`config.mk`:
```
export PLATFORM = sky130hd
export DESIGN_NAME = dac_serial_frontend
export DESIGN_NICKNAME = d
export VERILOG_FILES = /design/src/rtl/dacfe_pkg.sv /design/src/rtl/dacfe_sync.sv /design/src/rtl/dacfe_shifter.sv /design/src/rtl/dac_serial_frontend.sv
export SDC_FILE = /design/constraint.sdc
export NUM_CORES = 1
export LEC_CHECK = 0
export CORE_ASPECT_RATIO = 1.5
export CORE_MARGIN = 5
export CORE_UTILIZATION = 46
export CTS_BUF_LIST = sky130_fd_sc_hd__clkbuf_8 sky130_fd_sc_hd__clkbuf_16
export DETAILED_ROUTE_END_ITERATION = 8
export DONT_BUFFER_PORTS = 1
export HOLD_SLACK_MARGIN = 0.15
export SETUP_SLACK_MARGIN = 0.2
export SLEW_MARGIN = 20
export SYNTH_ARGS = -nofsm -noshare
export SYNTH_HDL_FRONTEND = slang
export SYNTH_SLANG_ARGS = --single-unit
```
`constraint.sdc`:
```
create_clock -name clk -period 3.1 [get_ports clk]
set_input_delay 0.155 -clock clk [delete_from_list [all_inputs] [get_ports clk]]
set_output_delay 0.155 -clock clk [all_outputs]
set_load 0.02 [all_outputs]
```
`src/rtl/dacfe_pkg.sv`:
```
package dacfe_pkg;
    localparam int DEF_DATA_W  = 14;
    localparam int DEF_SUB_W   = 2;
    localparam int DEF_STAGES  = 2;

    // which event commits the latch in a given cycle
    typedef enum logic [1:0] {
        COMMIT_NONE  = 2'd0,
        COMMIT_FRAME = 2'd1,
        COMMIT_LOAD  = 2'd2
    } commit_src_e;
endpackage

```
`src/rtl/dacfe_sync.sv`:
```
module dacfe_sync #(
    parameter int               WIDTH   = 4,
    parameter int               STAGES  = 2,
    parameter logic [WIDTH-1:0] RST_VAL = '0
) (
    input  logic             clk,
    input  logic             rst_n,
    input  logic [WIDTH-1:0] async_in,
    output logic [WIDTH-1:0] sync_out
);
    logic [WIDTH-1:0] stage_q [STAGES];

    for (genvar s = 0; s < STAGES; s++) begin : g_stage
        if (s == 0) begin : g_first
            always_ff @(posedge clk or negedge rst_n) begin
                if (!rst_n) stage_q[s] <= RST_VAL;
                else        stage_q[s] <= async_in;
            end
        end else begin : g_next
            always_ff @(posedge clk or negedge rst_n) begin
                if (!rst_n) stage_q[s] <= RST_VAL;
                else        stage_q[s] <= stage_q[s-1];
            end
        end
    end

    assign sync_out = stage_q[STAGES-1];
endmodule

```
`src/rtl/dacfe_shifter.sv`:
```
module dacfe_shifter #(
    parameter int FRAME_W = 16,
    localparam int CNT_W  = $clog2(FRAME_W + 2)
) (
    input  logic               clk,
    input  logic               rst_n,
    input  logic               cs_low,
    input  logic               cs_fall,
    input  logic               sclk_rise,
    input  logic               din,
    output logic [FRAME_W-1:0] word,
    output logic [CNT_W-1:0]   bit_cnt
);
    localparam logic [CNT_W-1:0] CNT_MAX = CNT_W'(FRAME_W + 1);

    typedef struct packed {
        logic [FRAME_W-1:0] sh;
        logic [CNT_W-1:0]   cnt;
    } shift_state_t;

    shift_state_t st_d, st_q;

    always_comb begin
        st_d = st_q;
        if (cs_fall) begin
            st_d.cnt = '0;
        end else if (sclk_rise && cs_low) begin
            st_d.sh = {st_q.sh[FRAME_W-2:0], din};
            if (st_q.cnt != CNT_MAX) st_d.cnt = st_q.cnt + 1'b1;
        end
    end

    always_ff @(posedge clk or negedge rst_n) begin
        if (!rst_n) st_q <= '0;
        else        st_q <= st_d;
    end

    assign word    = st_q.sh;
    assign bit_cnt = st_q.cnt;

    AST_CNT_SATURATES: assert property (@(posedge clk) disable iff (!rst_n)
        st_q.cnt <= CNT_MAX);
    AST_CNT_CLEARS: assert property (@(posedge clk) disable iff (!rst_n)
        cs_fall |=> st_q.cnt == '0);
endmodule

```
`src/rtl/dac_serial_frontend.sv`:
```
module dac_serial_frontend #(
    parameter int DATA_W = dacfe_pkg::DEF_DATA_W,
    parameter int SUB_W  = dacfe_pkg::DEF_SUB_W,
    parameter int STAGES = dacfe_pkg::DEF_STAGES
) (
    input  logic              clk,
    input  logic              rst_n,
    input  logic              cs_n_in,
    input  logic              sclk_in,
    input  logic              din_in,
    input  logic              ldac_n_in,
    output logic [DATA_W-1:0] dac_code,
    output logic              frame_err,
    output logic              subbit_warn,
    output logic              update_pending
);
    import dacfe_pkg::*;

    localparam int FRAME_W = DATA_W + SUB_W;
    localparam int CNT_W   = $clog2(FRAME_W + 2);
    // bit order of the synchronized bundle: {load, data, sclk, select}
    localparam int IX_CS   = 0;
    localparam int IX_SCK  = 1;
    localparam int IX_DIN  = 2;
    localparam int IX_LD   = 3;

    typedef struct packed {
        logic [DATA_W-1:0] code;
        logic [DATA_W-1:0] staged;
        logic              pending;
        logic              ferr;
        logic              warn;
        logic              cs_prev;
        logic              sck_prev;
        logic              ld_prev;
    } fe_state_t;

    fe_state_t st_d, st_q;

    logic [3:0]         pins_s;
    logic               cs_rise, cs_fall, sck_rise, ld_fall;
    logic [FRAME_W-1:0] rx_word;
    logic [CNT_W-1:0]   rx_cnt;
    logic [DATA_W-1:0]  rx_data;
    logic [SUB_W-1:0]   rx_sub;
    commit_src_e        commit;

    dacfe_sync #(.WIDTH(4), .STAGES(STAGES), .RST_VAL(4'b1001)) u_sync (
        .clk     (clk),
        .rst_n   (rst_n),
        .async_in({ldac_n_in, din_in, sclk_in, cs_n_in}),
        .sync_out(pins_s)
    );

    assign cs_rise  =  pins_s[IX_CS]  && !st_q.cs_prev;
    assign cs_fall  = !pins_s[IX_CS]  &&  st_q.cs_prev;
    assign sck_rise =  pins_s[IX_SCK] && !st_q.sck_prev;
    assign ld_fall  = !pins_s[IX_LD]  &&  st_q.ld_prev;

    dacfe_shifter #(.FRAME_W(FRAME_W)) u_shift (
        .clk      (clk),
        .rst_n    (rst_n),
        .cs_low   (!pins_s[IX_CS]),
        .cs_fall  (cs_fall),
        .sclk_rise(sck_rise),
        .din      (pins_s[IX_DIN]),
        .word     (rx_word),
        .bit_cnt  (rx_cnt)
    );

    assign rx_data = rx_word[FRAME_W-1:SUB_W];
    assign rx_sub  = rx_word[SUB_W-1:0];

    always_comb begin
        st_d          = st_q;
        st_d.ferr     = 1'b0;
        st_d.warn     = 1'b0;
        st_d.cs_prev  = pins_s[IX_CS];
        st_d.sck_prev = pins_s[IX_SCK];
        st_d.ld_prev  = pins_s[IX_LD];
        commit        = COMMIT_NONE;
        if (cs_rise) begin
            if (rx_cnt == CNT_W'(FRAME_W)) begin
                st_d.warn = (rx_sub != '0);
                if (!pins_s[IX_LD]) begin
                    commit       = COMMIT_FRAME;
                    st_d.pending = 1'b0;
                end else begin
                    st_d.staged  = rx_data;
                    st_d.pending = 1'b1;
                end
            end else begin
                st_d.ferr = 1'b1;
            end
        end else if (ld_fall && st_q.pending && pins_s[IX_CS]) begin
            commit       = COMMIT_LOAD;
            st_d.pending = 1'b0;
        end
        case (commit)
            COMMIT_FRAME: st_d.code = rx_data;
            COMMIT_LOAD:  st_d.code = st_q.staged;
            default:      ;
        endcase
    end

    always_ff @(posedge clk or negedge rst_n) begin
        if (!rst_n) begin
            st_q          <= '0;
            st_q.cs_prev  <= 1'b1;
            st_q.ld_prev  <= 1'b1;
        end else begin
            st_q <= st_d;
        end
    end

    assign dac_code       = st_q.code;
    assign frame_err      = st_q.ferr;
    assign subbit_warn    = st_q.warn;
    assign update_pending = st_q.pending;

    AST_ERR_KEEPS_CODE: assert property (@(posedge clk) disable iff (!rst_n)
        frame_err |-> dac_code == $past(dac_code));
    AST_ERR_SINGLE: assert property (@(posedge clk) disable iff (!rst_n)
        frame_err |=> !frame_err);
    AST_PENDING_HOLDS: assert property (@(posedge clk) disable iff (!rst_n)
        (update_pending && $past(update_pending)) |-> $stable(dac_code));
    AST_NO_ERR_AND_WARN: assert property (@(posedge clk) disable iff (!rst_n)
        !(frame_err && subbit_warn));
    AST_ERR_NO_PENDING_SET: assert property (@(posedge clk) disable iff (!rst_n)
        (frame_err && !$past(update_pending)) |-> !update_pending);
endmodule

```
Yosys cells after proc, flatten, opt, wreduce, memory -nomap -nowiden
Index checks and enable logic that the tools add are counted.
{"block": "word_totals", "reg_bits": 63, "word_cells": 54}
{"block": "op_classes", "muxes": 15, "n_eq_ne": 5, "bitwise": 1, "reduce_logical": 20, "add_sub_neg": 1}
{"cell": "one-hot mux 14 bit (2 select lines)", "n": 1}
{"cell": "2-to-1 mux 5 bit", "n": 3}
{"cell": "nonzero test 2 bit", "n": 5}
{"cell": "2-to-1 mux 1 bit", "n": 8}
{"cell": "logical AND 1 bit", "n": 7}
{"cell": "2-to-1 mux 2 bit", "n": 3}
{"cell": "AND reduction 2 bit", "n": 3}
{"cell": "adder 5 x 1 -> 5 bit (second input constant)", "n": 1}
{"cell": "equality test 5 bit (second input constant)", "n": 1}
{"cell": "inequality test 5 bit (second input constant)", "n": 1}
{"cell": "logical NOT 1 bit", "n": 4}
{"cell": "AND reduction 3 bit", "n": 1}
{"cell": "equality test 2 x 1 -> 1 bit (second input constant)", "n": 1}
{"cell": "equality test 2 bit (second input constant)", "n": 1}
{"cell": "inequality test 2 x 1 -> 1 bit (second input constant)", "n": 1}
{"cell": "NOT 1 bit", "n": 1}

Depth between registers and ports, before layout
Gate-level depths: netlist of run 1.
{"block": "logic_depth", "word_depth": 8, "mapped_depth": 7}

By module
From an unflattened synthesis of run 1, not the netlist that was laid out.
{"block": "hier_totals", "hier_cells": 217, "area_unflattened_um2": 2825.2}
{"module": "dac_serial_frontend", "cells_each": 143, "instances": 1, "area_each_um2": 1657.8}
{"module": "dacfe_shifter", "cells_each": 62, "instances": 1, "area_each_um2": 932.1}
{"module": "dacfe_sync", "cells_each": 12, "instances": 1, "area_each_um2": 235.2}

Worst setup path before layout of run 1
No wires, ideal clock.
{"block": "synth_timing", "kind": "register to register", "startpoint": "register u_shift.st_q (netlist bit u_shift.bit_cnt[0])", "endpoint": "register st_q[11] (netlist name)", "setup_time_ps": 127, "period_less_slack_ps": 1658, "t_arrival_ps": 1530, "path_buffers": 2, "setup_slack_ps": 1442, "stages_incl_launch_ff": 8, "path_cell_list": "dfrtp_1 -> inv_1 -> ha_1 -> and4bb_1 -> buf_2 -> nand3_4 -> buf_6 -> mux2_1"}
{"block": "synth_via", "elab_chain_len": 2}
{"element": "start, declared", "line_no": "dacfe_shifter.sv:21", "source": "shift_state_t st_d, st_q;"}
{"element": "start signal, assigned", "line_no": "dacfe_shifter.sv:35", "source": "else st_q <= st_d;"}
{"element": "equality test 5 bit", "line_no": "dac_serial_frontend.sv:83", "source": "if (rx_cnt == CNT_W'(FRAME_W)) begin"}
{"element": "AND reduction 3 bit (no line)"}
{"element": "end signal, assigned", "line_no": "dac_serial_frontend.sv:112", "source": "st_q <= st_d;"}
{"element": "end, declared", "line_no": "dac_serial_frontend.sv:38", "source": "fe_state_t st_d, st_q;"}
No other way between the ends.
A chain may end at the register's enable or synchronous reset.

Worst setup path after layout of run 1
{"block": "layout_timing", "startpoint": "register u_sync.stage_q (netlist bit u_sync.sync_out[0])", "endpoint": "register st_q (netlist bit dac_code[11])"}
{"block": "layout_via", "elab_chain_len": 5}
{"element": "start, declared", "line_no": "dacfe_sync.sv:11", "source": "logic [WIDTH-1:0] stage_q [STAGES];"}
{"element": "start signal, assigned by index", "line_no": "dacfe_sync.sv:22", "source": "else stage_q[s] <= stage_q[s-1];"}
{"element": "logical AND 1 bit", "line_no": "dac_serial_frontend.sv:95", "source": "end else if (ld_fall && st_q.pending && pins_s[IX_CS]) begin"}
{"element": "2-to-1 mux 2 bit", "line_no": "dac_serial_frontend.sv:95"}
{"element": "2-to-1 mux 2 bit *", "line_no": "dac_serial_frontend.sv:82", "source": "if (cs_rise) begin"}
{"element": "equality test 2 bit or equality test 2 x 1 -> 1 bit (tied branches)", "line_no": "dac_serial_frontend.sv:99", "source": "case (commit)"}
{"element": "one-hot mux 14 bit (2 select lines) or nonzero test 2 bit (tied branches)"}
Mark *: on every way between the ends. The rest lies on a longest branch, timed or not.

==> impl_metrics.env, run 1 <==
export IMPL_status="finished, final reports clean"
export IMPL_power_density_nw_per_um2=593
export IMPL_pwr_share_comb_pct=3.8
export IMPL_cp_buffers_inverters=0
export IMPL_slew_limit_headroom_pct=38.5
export IMPL_fmax_mhz=435
export IMPL_grt_max_degree=64
export IMPL_cp_max_fo=15
export IMPL_finClkSkew_ps=8.79
export IMPL_met1_length_um=2020
export IMPL_pwr_share_seq_pct=51.3
export IMPL_syn_area_per_cell_sq_um=12.6
export IMPL_clk_latency_ps=330
export IMPL_cts_tree="done"
export IMPL_syn_inst=215
export IMPL_worst_pin_slew_ps=918
export IMPL_dr_pass1_iters=4
export IMPL_grt_pass1_vias=1803
export IMPL_die_y_um=104
export IMPL_grt_total_usage_pct=15.3
export IMPL_clk_pin_slew_worst_paths_ps=60
export IMPL_hpwlAfterDp_um=3440
export IMPL_synth_edf_count=0
export IMPL_startpoint_type="register"
export IMPL_min_period_ps=2300
export IMPL_overflow=0
export IMPL_drc_errors=0
export IMPL_critical_path_required_ps=3280
export IMPL_fin_crit_sh_pct=74.2
export IMPL_area_growth_pct=8.76
export IMPL_wire_per_inst_um=18.2
export IMPL_cap_violations=0
export IMPL_cts_buffers=9
export IMPL_grt_pass1_wl_um=8960
export IMPL_path_cells="nor3b_2 > and2_1 > o311ai_1"
export IMPL_floorplan_die_width_um=72.7
export IMPL_final_nets=218
export IMPL_diodes=0
export IMPL_yosysWarningCount=0
export IMPL_hold_viol_final=0
export IMPL_power_uw=1750
export IMPL_switching_power_uw=368
export IMPL_synth_area_sq_um=2710
export IMPL_ir_drop_uv=332
export IMPL_cts_num_sinks=63
export IMPL_wl_met3_um=355
export IMPL_drive_above_1_share_pct=13.1
export IMPL_synthTopCellsByArea="dfrtp_1 (53%), mux2_1 (12%), dfstp_2 (5.8%)"
export IMPL_crit_slowest_cell="nor3b_2"
export IMPL_critical_path_class="reg2reg"
export IMPL_drv_slew=0
export IMPL_portBuffers=0
export IMPL_synth_area_leader_cell="dfrtp_1"
export IMPL_critPathMaxStageDelay_ps=770
export IMPL_p_int_uw=1380
export IMPL_reg2reg_depth=3
export IMPL_cts_root_buf="clkbuf_8"
export IMPL_maxUsedRoutingLayer="met4"
export IMPL_min_path_type="in2async"
export IMPL_gp_congestion=0.768
export IMPL_wl_um=5210
export IMPL_swShare_pct=21.0
export IMPL_viasPerCell=5.63
export IMPL_cp_top_family="simple AND/OR/NAND/NOR gates"
export IMPL_start_util_pct=46.9
export IMPL_antenna_found_initial=0
export IMPL_rsz0062_at_grt="no"
export IMPL_finalSetupViolCount=0
export IMPL_rows=34
export IMPL_wl_met2_um=2710
export IMPL_leakage_uw=0.00136
export IMPL_vias=1610
export IMPL_synthArstFlopShare_pct=100
export IMPL_core_area_sq_um=5790
export IMPL_syn_nets=224
export IMPL_synth_seq_cells=63
export IMPL_worst_path_stages=3
export IMPL_final_setup_tns_ps=0
export IMPL_cp_arrival_ps=2480
export IMPL_htree_num_levels=3
export IMPL_synth_flop_cell="dfrtp_1"
export IMPL_drtIter0Drc=96
export IMPL_synth_top_area_share_pct=52.6
export IMPL_critPathCaptureType="register"
export IMPL_dieArea_sq_um=7570
export IMPL_ioPinCount=23
export IMPL_ant_nets=0
export IMPL_clock_power_share_pct=44.9
export IMPL_yosysSeqAreaShare_pct=58.4
export IMPL_synth_cell_types=31
export IMPL_cts_path_max_buffers=2
stage by stage:
| step | util [%] | std cells | cell area [sq um] | setup WS (ps) | hold slack, ps |
|---|---|---|---|---|---|
| final | 51.0 | 286 | 2950 | 799 | 348 |
| after CTS | 51.0 | 286 | 2950 | 796 | 350 |
| after global routing | 51.0 | 286 | 2950 | 648 | 353 |
| after global placement | 45.8 | 264 | 2650 | 937 | -138 |
| after detailed placement | 45.8 | 264 | 2650 | 810 | -138 |
| after floorplan | - | 215 | 2710 | 1440 | -141 |
power groups by stage:
| stage | Combinational, uW | Clock [uW] | Sequential [uW] |
|---|---|---|---|
| after floorplan | 39.5 | 0 | 897 |
| after global placement | 40.1 | 0 | 911 |
| after detailed placement | 43.9 | 0 | 913 |
| after CTS | 69.6 | 806 | 897 |
| after global routing | 76.1 | 843 | 902 |
| final | 67.1 | 785 | 898 |
logic make-up (layout without fill, tap and decap cells):
| logic type | after synthesis | after routing | share of synthesized area, % |
|---|---|---|---|
| AO/OA/AOI/OAI | 27 | 27 | 7.28 |
| adder cells (fa/ha/maj) | 3 | 3 | 1.38 |
| multiplexers | 30 | 30 | 12.4 |
| buffers and inverters | 42 | 41 | 8.58 |
| flip-flops | 63 | 63 | 58.4 |
| AND/OR/NAND/NOR | 50 | 50 | 11.9 |
repair_timing:
action                    CTS  global route
gates resized for setup     0             0
hold endpoints to repair   67             0
hold buffers                6             0
setup buffers               0             0
cell type report:
cell class	count	area (sq um)
multi-input cells	110	897
fillers	517	2830
repair buffers	8	92.6
clock inverters	5	72.6
inverters	17	63.8
well taps	72	90.1
clock buffers	11	151
flip-flops and latches	63	1580
worst register-to-register path, delay by kind of cell, from the launching register on:
kind	cells	cell delay, ps
and+or+nand+nor	2	1380
AOI/OAI and AO/OA	1	180
DFF	1	590
cell usage in the layout (no fill, tap or decap), types with 2 or more instances in the layout:
| master | n |
|---|---|
| buf_4 | 2 |
| bufinv_16 | 2 |
| nor2b_1 | 3 |
| o21ai_1 | 3 |
| nand3_1 | 30 |
| or3_1 | 2 |
| clkbuf_8 | 11 |
| inv_1 | 19 |
| dlygate4sd3_1 | 5 |
| nand2_1 | 2 |
| ha_1 | 3 |
| and2_1 | 2 |
| o311ai_1 | 14 |
| dfrtp_1 | 57 |
| mux2_1 | 30 |
| o21ai_0 | 2 |
| dfstp_2 | 6 |
| a21oi_1 | 6 |
Yosys cell counts, types with 2 or more instances:
cell      count
buf_6         2
nor2b_1       3
buf_4        15
inv_1        17
clkbuf_1      5
dfstp_2       6
o21ai_0       2
o311ai_1     14
ha_1          3
or3_1         2
a21oi_1       6
buf_2         3
nand2_1       2
mux2_1       30
dfrtp_1      57
nand3_1      30
and2_1        2
o21ai_1       3
flip-flops by register name (all words and copies together) (netlist names):
register         flops
dac_code            14
frame_err            1
st_q                17
subbit_warn          1
u_shift.bit_cnt      5
u_shift.word        16
u_sync.stage_q       4
u_sync.sync_out      4
update_pending       1
metal layers:
layer  track usage (%)  vias to the layer above
li1                  -                      740
met1              17.7                      816
met2              23.8                       42
met3              5.42                       12
met4              9.10                        0
met5                 0                        -
worst paths after layout:
path | from | to | slack, ps
max | u_sync.sync_out[0] | dac_code[11] | 800
min | rst_n | u_sync.stage_q[5] | 350
max reg2reg | u_sync.sync_out[0] | dac_code[11] | 800
min reg2reg | u_sync.stage_q[5] | u_sync.sync_out[1] | 350
max in group asynchronous | rst_n | u_sync.stage_q[4] | 2460
min in group clk | u_sync.stage_q[5] | u_sync.sync_out[1] | 350
Note: power is estimated with default switching activity, not from simulation.
==> run 2, diff against run 1 <==
Clock period 3.1 ns to 2.3 ns, I/O delays scaled along.
==> run 2 against run 1 <==
Against the previous run:
- non-clock buffer count grew 2
- clock skew shrank 0.83 ps
- power increased by 39%
- combinational power grew 48%
- largest power group unchanged
- largest cell class unchanged
==> impl_metrics.env, run 2 (same netlist as run 1, synthesis figures left out) <==
export IMPL_status="finished, final reports clean"
export IMPL_cap_violations=0
export IMPL_largest_reg_flops=17
export IMPL_multi_input_area_sq_um=905
export IMPL_htree_num_levels=3
export IMPL_critical_path_required_ps=2480
export IMPL_portBuffers=0
export IMPL_diodes=0
export IMPL_cp_top_family="simple AND/OR/NAND/NOR gates"
export IMPL_start_util_pct=46.9
export IMPL_clk_latency_ps=340
export IMPL_num_fill_cells=522
export IMPL_rr_endpoint="dac_code[10]"
export IMPL_hpwlAfterDp_um=3320
export IMPL_dieArea_sq_um=7570
export IMPL_numPlacedInstances=266
export IMPL_grtUsageMet3_pct=5.42
export IMPL_ant_nets=0
export IMPL_dr_pass1_iters=4
export IMPL_clk_pin_slew_worst_paths_ps=70
export IMPL_drv_slew=0
export IMPL_cts_num_sinks=63
export IMPL_power_density_nw_per_um2=813
export IMPL_critPathCaptureType="register"
export IMPL_rrSetupSlack_ps=410
export IMPL_startpoint_type="register"
export IMPL_fmax_mhz=530
export IMPL_final_setup_tns_ps=0
export IMPL_reg2reg_depth=3
export IMPL_antenna_found_initial=0
export IMPL_cp_arrival_ps=2070
export IMPL_ir_drop_uv=530
export IMPL_met1_usage_pct=18.6
export IMPL_area_growth_pct=10.3
export IMPL_worst_pin_slew_ps=645
export IMPL_viasPerCell=5.71
export IMPL_mostFrequentLayoutCells="dfrtp_1 (57), mux2_1 (30), nand3_1 (30)"
export IMPL_finalSetupViolCount=0
export IMPL_grt_pass1_vias=1739
export IMPL_grt_total_usage_pct=15.4
export IMPL_finClkSkew_ps=7.96
export IMPL_rsz0062_at_grt="no"
export IMPL_vias=1645
export IMPL_cp_buffers_inverters=0
export IMPL_cts_root_buf="clkbuf_8"
export IMPL_final_nets=220
export IMPL_top_register="st_q"
export IMPL_drc_errors=0
export IMPL_drtIter0Drc=121
export IMPL_grt_max_degree=64
export IMPL_crit_slowest_cell="nor3b_4"
export IMPL_wire_per_inst_um=17.9
export IMPL_critPathMaxStageDelay_ps=560
export IMPL_cp_max_fo=15
export IMPL_grt_pass1_wl_um=8830
export IMPL_rows=34
export IMPL_drive_above_1_share_pct=14.8
export IMPL_path_cells="nor3b_4 > and2_2 > o311ai_1"
export IMPL_cts_path_max_buffers=2
export IMPL_layout_commonest_cell="dfrtp_1"
export IMPL_hold_viol_final=0
export IMPL_final_cells=288
export IMPL_die_y_um=104
export IMPL_critical_path_class="reg2reg"
export IMPL_ioPinCount=23
export IMPL_busiest_layer="met2"
export IMPL_grt_met2_usage_pct=23.5
export IMPL_slew_limit_headroom_pct=56.9
export IMPL_overflow=0
export IMPL_postCtsSetupBuffers=0
export IMPL_core_area_sq_um=5790
export IMPL_leakage_uw=0.00138
export IMPL_cts_tree="done"
export IMPL_min_path_type="in2async"
export IMPL_seqCellArea_sq_um=1580
export IMPL_wl_um=5160
export IMPL_floorplan_die_width_um=72.7
export IMPL_r2r_start="u_sync.sync_out[0]"
export IMPL_fin_crit_sh_pct=82.0
export IMPL_gp_congestion=0.748
export IMPL_cts_buffers=9
export IMPL_min_period_ps=1890
-- run 2: cell types whose count changed in the layout (fill, tap and decap cells not counted), sizes merged --
cell,before,now
inv,19,18
buf,3,5
clkbuf,11,13
clkinv,1,0
-- run 2: timing repair --
| action | in CTS | in global routing |
|---|---|---|
| endpoints found under the hold margin | 67 | 0 |
| gates resized for setup | 1 | 1 |
| setup endpoints to repair | 14 | 14 |
| hold buffers | 6 | 0 |
-- run 2: power breakdown --
part / total (uW) / switching, uW / internal, uW / leakage, uW
logic: 99.6 / 54.7 / 44.9 / 0.000411
clock network: 1130 / 402 / 725 / 0.000127
registers: 1210 / 45.0 / 1160 / 0.000839
total: 2430 / 502 / 1930 / 0.00138
-- run 2: worst register-to-register path, stage by stage (launching register included) --
cell and delay (ps):
dfstp_2 540, nor3b_4 560, and2_2 470, o311ai_1 170
-- run 2: worst max-delay path by stage --
stage | start | to | slack, ps | cells past startpoint
5_1_grt | u_sync.sync_out[0] | dac_code[5] | 310 | 3
3_5_place_dp | u_sync.sync_out[0] | dac_code[10] | 90 | 3
4_1_cts | u_sync.sync_out[0] | dac_code[10] | 270 | 3
6_report | u_sync.sync_out[0] | dac_code[10] | 410 | 3
3_3_place_gp | u_sync.sync_out[0] | dac_code[2] | 160 | 3
2_1_floorplan | u_shift.bit_cnt[0] | st_q[11] | 640 | 7
-- run 2: layout make-up --
class                           count  area share [%]
Sequential cell                    63            52.9
Clock inverter                      3            2.13
Timing Repair Buffer               10            3.60
Tap cell                           72            3.01
Clock buffer                       13            5.98
Multi-Input combinational cell    110            30.2
Inverter                           17            2.13
-- run 2: per-stage QoR --
stage               worst slack (ps)  util, %  hold slack, ps  power, uW  cell area (sq um)
finish                           413     51.7             323       2430               2990
global route                     312     51.7             309       2540               2990
CTS                              270     51.7             313       2460               2990
detailed placement              93.0     46.1            -178       1290               2670
global placement                 161     46.1            -178       1280               2670
floorplan                        642        -            -181       1260               2710
-- run 2: routing by layer --
metal	vias to the layer above	part of all wire, %
met1	834	39
met5	-	0
met4	0	2.6
met3	11	7.8
li1	745	-
met2	55	50
